[config.mk]
export PLATFORM = sky130hd
export DESIGN_NAME = mcast_resolver
export DESIGN_NICKNAME = d
export VERILOG_FILES = /design/src/rtl/mcast_resolver.sv
export SDC_FILE = /design/constraint.sdc
export NUM_CORES = 1
export LEC_CHECK = 0
export ABC_AREA = 1
export BUFFER_PORTS_ARGS = -buffer_cell sky130_fd_sc_hd__buf_2
export CAP_MARGIN = 20
export CORE_MARGIN = 5
export CORE_UTILIZATION = 35
export DETAILED_ROUTE_END_ITERATION = 8
export PLACE_DENSITY = 0.55
export SLEW_MARGIN = 20
export SYNTH_ARGS = -nofsm -noshare
export SYNTH_HDL_FRONTEND = slang
export SYNTH_SLANG_ARGS = --single-unit
[constraint.sdc]
create_clock -name clk -period 3.6 [get_ports clk]
set_clock_uncertainty 0.15 [all_clocks]
set_input_delay 0.36 -clock clk [delete_from_list [all_inputs] [get_ports clk]]
set_output_delay 0.36 -clock clk [all_outputs]
set_load 0.02 [all_outputs]
[src/rtl/mcast_resolver.sv]
module mcast_resolver #(
  parameter int K      = 16,
  parameter int PW     = 16,
  parameter bit SHARED = 1'b0
) (
  input  logic          clk,
  input  logic          rst_n,
  input  logic          bit_en,
  input  logic [K-1:0]  fb_bit,
  input  logic          word_ld,
  input  logic [PW-1:0] lp,
  input  logic [K-1:0]  pat_in,
  output logic [K-1:0]  pat_out,
  output logic          resend,
  output logic          done
);
  localparam int IW = (K > 1) ? $clog2(K) : 1;

  logic [K-1:0][PW-1:0] sh_q, fb_q;
  logic [PW-1:0]        lp_q;
  logic [K-1:0]         work_q, clr, next_pat;
  logic [IW-1:0]        idx_q;
  logic                 busy_q, last;

  for (genvar j = 0; j < K; j++) begin : g_lane
    always_ff @(posedge clk or negedge rst_n)
      if (!rst_n)      sh_q[j] <= '0;
      else if (bit_en) sh_q[j] <= {sh_q[j][PW-2:0], fb_bit[j]};
  end

  if (SHARED) begin : g_tdm
    logic [PW-1:0] fb_sel;
    assign fb_sel = fb_q[idx_q];
    assign clr    = (fb_sel >= lp_q) ? (K'(1) << idx_q) : '0;
    assign last   = (idx_q == IW'(K-1));
  end else begin : g_par
    for (genvar j = 0; j < K; j++) begin : g_cmp
      assign clr[j] = (fb_q[j] >= lp_q);
    end
    assign last = 1'b1;
  end

  assign next_pat = work_q & ~clr;

  always_ff @(posedge clk or negedge rst_n) begin
    if (!rst_n) begin
      fb_q    <= '0;
      lp_q    <= '0;
      work_q  <= '0;
      idx_q   <= '0;
      busy_q  <= 1'b0;
      pat_out <= '0;
      resend  <= 1'b0;
      done    <= 1'b0;
    end else begin
      done <= 1'b0;
      if (word_ld && !busy_q) begin
        fb_q   <= sh_q;
        lp_q   <= lp;
        work_q <= pat_in;
        idx_q  <= '0;
        busy_q <= 1'b1;
      end else if (busy_q) begin
        work_q <= next_pat;
        idx_q  <= idx_q + 1'b1;
        if (last) begin
          busy_q  <= 1'b0;
          pat_out <= next_pat;
          resend  <= |next_pat;
          done    <= 1'b1;
        end
      end
    end
  end
endmodule

=== After elaboration in Yosys (flattened, before gate mapping) ===
Index checks and enable logic that the tools add are counted.

* Magnitude comparators: 16
* Mux-type cells: 5
* Bitwise operators: 3
* Reductions and logical operators: 5

{| class="wikitable"
|+ Operators with widths
! kind !! count
|-
| 16-bit greater-or-equal comparator || 16
|-
| 16-bit two-way mux || 2
|-
| 16-bit bitwise AND || 1
|-
| 16-bit inverter || 1
|-
| 16-bit OR reduction || 1
|-
| 1-bit two-way mux || 3
|-
| 2-bit AND reduction || 1
|-
| 2-bit nonzero test || 1
|-
| 1-bit logical AND || 1
|-
| 1-bit zero test || 1
|-
| 1-bit inverter || 1
|}

* Register bits after elaboration: 563

=== Longest topological paths before layout ===
* Depth after elaboration: 5
* Mapped depth: 16
* Mapped depth without buffers: 16

=== Least setup slack after synthesis ===
OpenSTA, ideal clock, no wires.

* Path kind: reg2reg
* Start point: register lp_q[15]
* End point: register resend
* Library setup time: 0.077 ns
* Data arrival time: 1.723 ns
* Required time: 3.373 ns
* Setup slack: 1.649 ns
* Stages on the path, launching flop included: 9
* Buffers on the path: 0
* Clock period less this slack: 1.951 ns
* Path through: dfrtp_1 -> inv_1 -> ha_1 -> a211o_1 -> nor3_1 -> nand2_1 -> nand2_1 -> nor2_1 -> a21oi_1

* Longest elaborated chain between the ends: 4
* Elaborated cells on any way between the ends: 19
* Those cells by class: order compare: 16; bitwise: 2; reduce/logical: 1

{| class="wikitable"
|+ RTL lines
! item !! line !! text
|-
| from (decl) || 20 || <nowiki>logic [PW-1:0] lp_q;</nowiki>
|-
| from (signal assigned) || 59 || <nowiki>lp_q <= lp;</nowiki>
|-
| 16-bit greater-or-equal comparator || 38 || <nowiki>assign clr[j] = (fb_q[j] >= lp_q);</nowiki>
|-
| 16-bit inverter * || 43 || <nowiki>assign next_pat = work_q & ~clr;</nowiki>
|-
| 16-bit bitwise AND * || 43 ||
|-
| 16-bit OR reduction * || 69 || <nowiki>resend <= |next_pat;</nowiki>
|-
| to (signal assigned) || 69 ||
|-
| to (decl) || 14 || <nowiki>output logic resend,</nowiki>
|}

Mark *: on every way between the ends. The rest lies on a longest branch, timed or not.
A chain may end at the register's enable or synchronous reset.

=== Final worst setup path ===
* Start point: register lp_q[13]
* End point: register resend

Same word-level chain as after synthesis.

==> metrics.txt <==
CP Depth=12; max_slew headroom=between 20% and 30%; largest net degree at the start of global routing=95; num ports=70; fin cells=4208; # hold bufs at CTS=50; total negative slack=0 ns; CP Cell Sequence=inv_1 > buf_4 > ha_1 > nand2_1 > nor4_1 > nand2_1 > nand2_1 > nand2_1 > nor2_1 > nand2_1 > nor2_1 > a21oi_1; RR Startpoint=lp_q[13]$_DFFE_PN0P_; Final Max Tran Viols=0; R2R depth=12; ANT nets after route=0; sequential fraction of the synthesis area=52.5%; top cells by area, synth=dfrtp_1 53%, nand2_1 12%, ha_1 12%; status=completed; Setup WS pre-CTS=0.937 ns; core area=75900 sq um; Synth Area per Inst=8.91 sq um; #FFs+latches synth=563; Mapped Cells=3013; CTS Buf Count=66; cell with the most instances after synthesis=nand2_1; Most used DFF post-synth=dfrtp_1; gpl congestion=0.745; Finished Cell Area=31200 sq um; row count=101; Worst Setup Start Kind=flip-flop; Period minus WS final=2.68 ns; initial drt markers=~860; first-pass GRT wire length=about 100000 microns; Placed Area=28500 sq um; Vias/cell=4.59; clock sink total=563; total track usage=~15%; Most Used Layer, Global Route=met2; P&R area growth vs syn=16.1%; area leader, netlist=dfrtp_1; timing endpoint of the critical path=resend$_DFFE_PN0P_; gr ovfl total=0; crit path capture type=flip-flop; number of synthesized flops with an enable pin=0; Post-Syn Area=26800 sq um; Max Clock Freq=373 MHz; Routed WL=61700 microns; post-synthesis net count=3321; final period utilization=approximately 74%; CTS Buffer Depth=3; Crit path max-delay family=simple AND/OR/NAND/NOR gates; Initial DRT Pass Iterations=5; layout cells sized above 1=under 10%; Cells after DPL=just over 4000; crit-path max cell delay=around 0.60 ns; synth unique cells=30; Worst EP arrival=3.03 ns; max-cap viol count=0; final setup fails=0; Hold WC Path Type=in -> reg; slowest CP cell=nor4_1; RSZ-0062 raised after global routing=false; dpl hpwl=about 41000 microns; Min Hold Slack=between 0.08 and 0.09 ns; Post-CTS Resized=0; power per cell area=587 nW/um^2; # DRC=0; wire length per cell=14.7 microns; CTS H-tree depth=3; met1 global-route usage=21.5%; vias in the first global route=18972; DIE WIDTH=287 microns; Leakage=0.0155 uW; YS warnings=0; DIE AREA=82300 sq um; r2r setup slk=0.92 ns; setup bufs post-CTS=0; CTS tree=done; end of the worst register-to-register path=resend$_DFFE_PN0P_; final worst slack=0.921 ns; M2 GR Usage=about 25%; Worst-path clk slew=0.06 ns; initial antenna violation count=0; hold violation count in the final report=0; Worst Path Required=just under 4 ns; CP Class=reg -> reg; share of the synthesized area in the top cell type=52.5%; ys async rst share=100%; Crit. Startpoint=lp_q[13]$_DFFE_PN0P_; clk root buf=clkbuf_16; Worst Tran Pin Value=~1.1 ns; input/output buffers=approximately 70; Ant. Diodes=0; Die Ht=between 200 and 300 microns; vias=19297; peak supply drop=slightly above 0.3 mV; Clock Latency Late Sink=0.61 ns; commonest cells in the synthesized netlist=854 x nand2_1, 563 x dfrtp_1, 393 x inv_1; Most Frequent Cell on Critical Path=nand2_1; GR Util met3=2.23%; CP Max Fanout=14; Worst Path Buf+Inv=2; Initial Util=between 30% and 40%; Nets=around 3400
## state kept, by name (all words and copies together) (netlist names)
name	flops
fb_q	256
sh_q	256
lp_q	16
pat_out	16
work_q	16
busy_q	1
done	1
resend	1
## metrics by stage
| stage | utilization, % | total power [uW] |
|---|---|---|
| after floorplan | - | 10600 |
| after global placement | 37.5 | 11800 |
| after detailed placement | 37.5 | 11900 |
| after CTS | 41.0 | 18600 |
| after global routing | 41.0 | 19600 |
| final | 41.0 | 18300 |
## worst reg2reg max path, cell delays in order, from the launching register on
cell	delay, ns
dfrtp_1	0.36
inv_1	0.13
buf_4	0.38
ha_1	0.22
nand2_1	0.07
nor4_1	0.60
nand2_1	0.15
nand2_1	0.09
nand2_1	0.05
nor2_1	0.08
nand2_1	0.11
nor2_1	0.12
a21oi_1	0.06
## worst min path at each step
| stage | slack [ns] | end | depth (start not counted) | start |
|---|---|---|---|---|
| after global placement | 0.25 | sh_q[140]$_DFFE_PN0P_ | 1 | rst_n |
| after global routing | 0.09 | work_q[15]$_DFFE_PN0P_ | 4 | word_ld |
| after detailed placement | 0.25 | sh_q[140]$_DFFE_PN0P_ | 1 | rst_n |
| final | 0.09 | sh_q[251]$_DFFE_PN0P_ | 3 | bit_en |
| after CTS | 0.04 | work_q[15]$_DFFE_PN0P_ | 4 | word_ld |
| after floorplan | -0.09 | busy_q$_DFF_PN0_ | 0 | rst_n |
## cell usage in the layout, fill, tap and decap left out, types with 2 or more instances in the layout
cell type	synthesis	routed
nand4_1	16	16
nor4_1	2	2
buf_8	0	2
o21bai_1	7	7
buf_12	0	19
clkbuf_16	0	68
nand3_1	34	34
buf_2	49	67
nor3b_1	6	6
o21a_1	4	4
o21ai_1	190	190
o21ai_0	344	344
clkinv_8	0	3
nand3b_1	3	3
clkinv_2	0	11
clkbuf_1	55	20
bufinv_16	0	2
mux2_2	16	16
o211ai_1	18	18
and2_1	5	5
nor2_1	71	71
a21oi_1	93	93
buf_4	12	29
a211o_1	2	2
nand2_1	854	854
nor3_1	9	9
dfrtp_1	563	563
ha_1	256	256
inv_1	393	393
dlygate4sd3_1	0	50
inv_8	0	2
clkbuf_8	0	10
inv_6	0	2
## where the power goes
part           switching (uW)  internal (uW)  total, uW  leakage, uW
combinational            2350           1450       3790      0.00714
clock                    2700           3850       6550      0.00104
sequential                588           7370       7960      0.00728
## cell families (layout without fill, tap and decap cells)
group	after synthesis	in the layout	synth area share (%)
mux	16	16	0.671
simple gates	1001	1001	14.6
compound gates	661	661	12.6
buf+inv	516	681	7.67
flops	563	563	52.5
fa+ha+maj	256	256	11.9
## final cells by class
class | instances | area (sq um)
Multi-Input combinational cell | 1934 | 10700
Sequential cell | 563 | 14100
Timing Repair Buffer | 168 | 1490
Tap cell | 1030 | 1290
Clock buffer | 98 | 1910
Fill cell | 7646 | 44800
Inverter | 395 | 1490
Clock inverter | 20 | 200
## per-layer routing
| layer | vias up | wire [microns] | part of all wire [%] |
|---|---|---|---|
| li1 | 9982 | - | - |
| met1 | 9042 | 30600 | 50 |
| met2 | 195 | 27900 | 45 |
| met3 | 78 | 1840 | 3.0 |
| met4 | 0 | 1290 | 2.1 |
| met5 | - | 0 | 0 |
(Power assumes the default switching activity.)
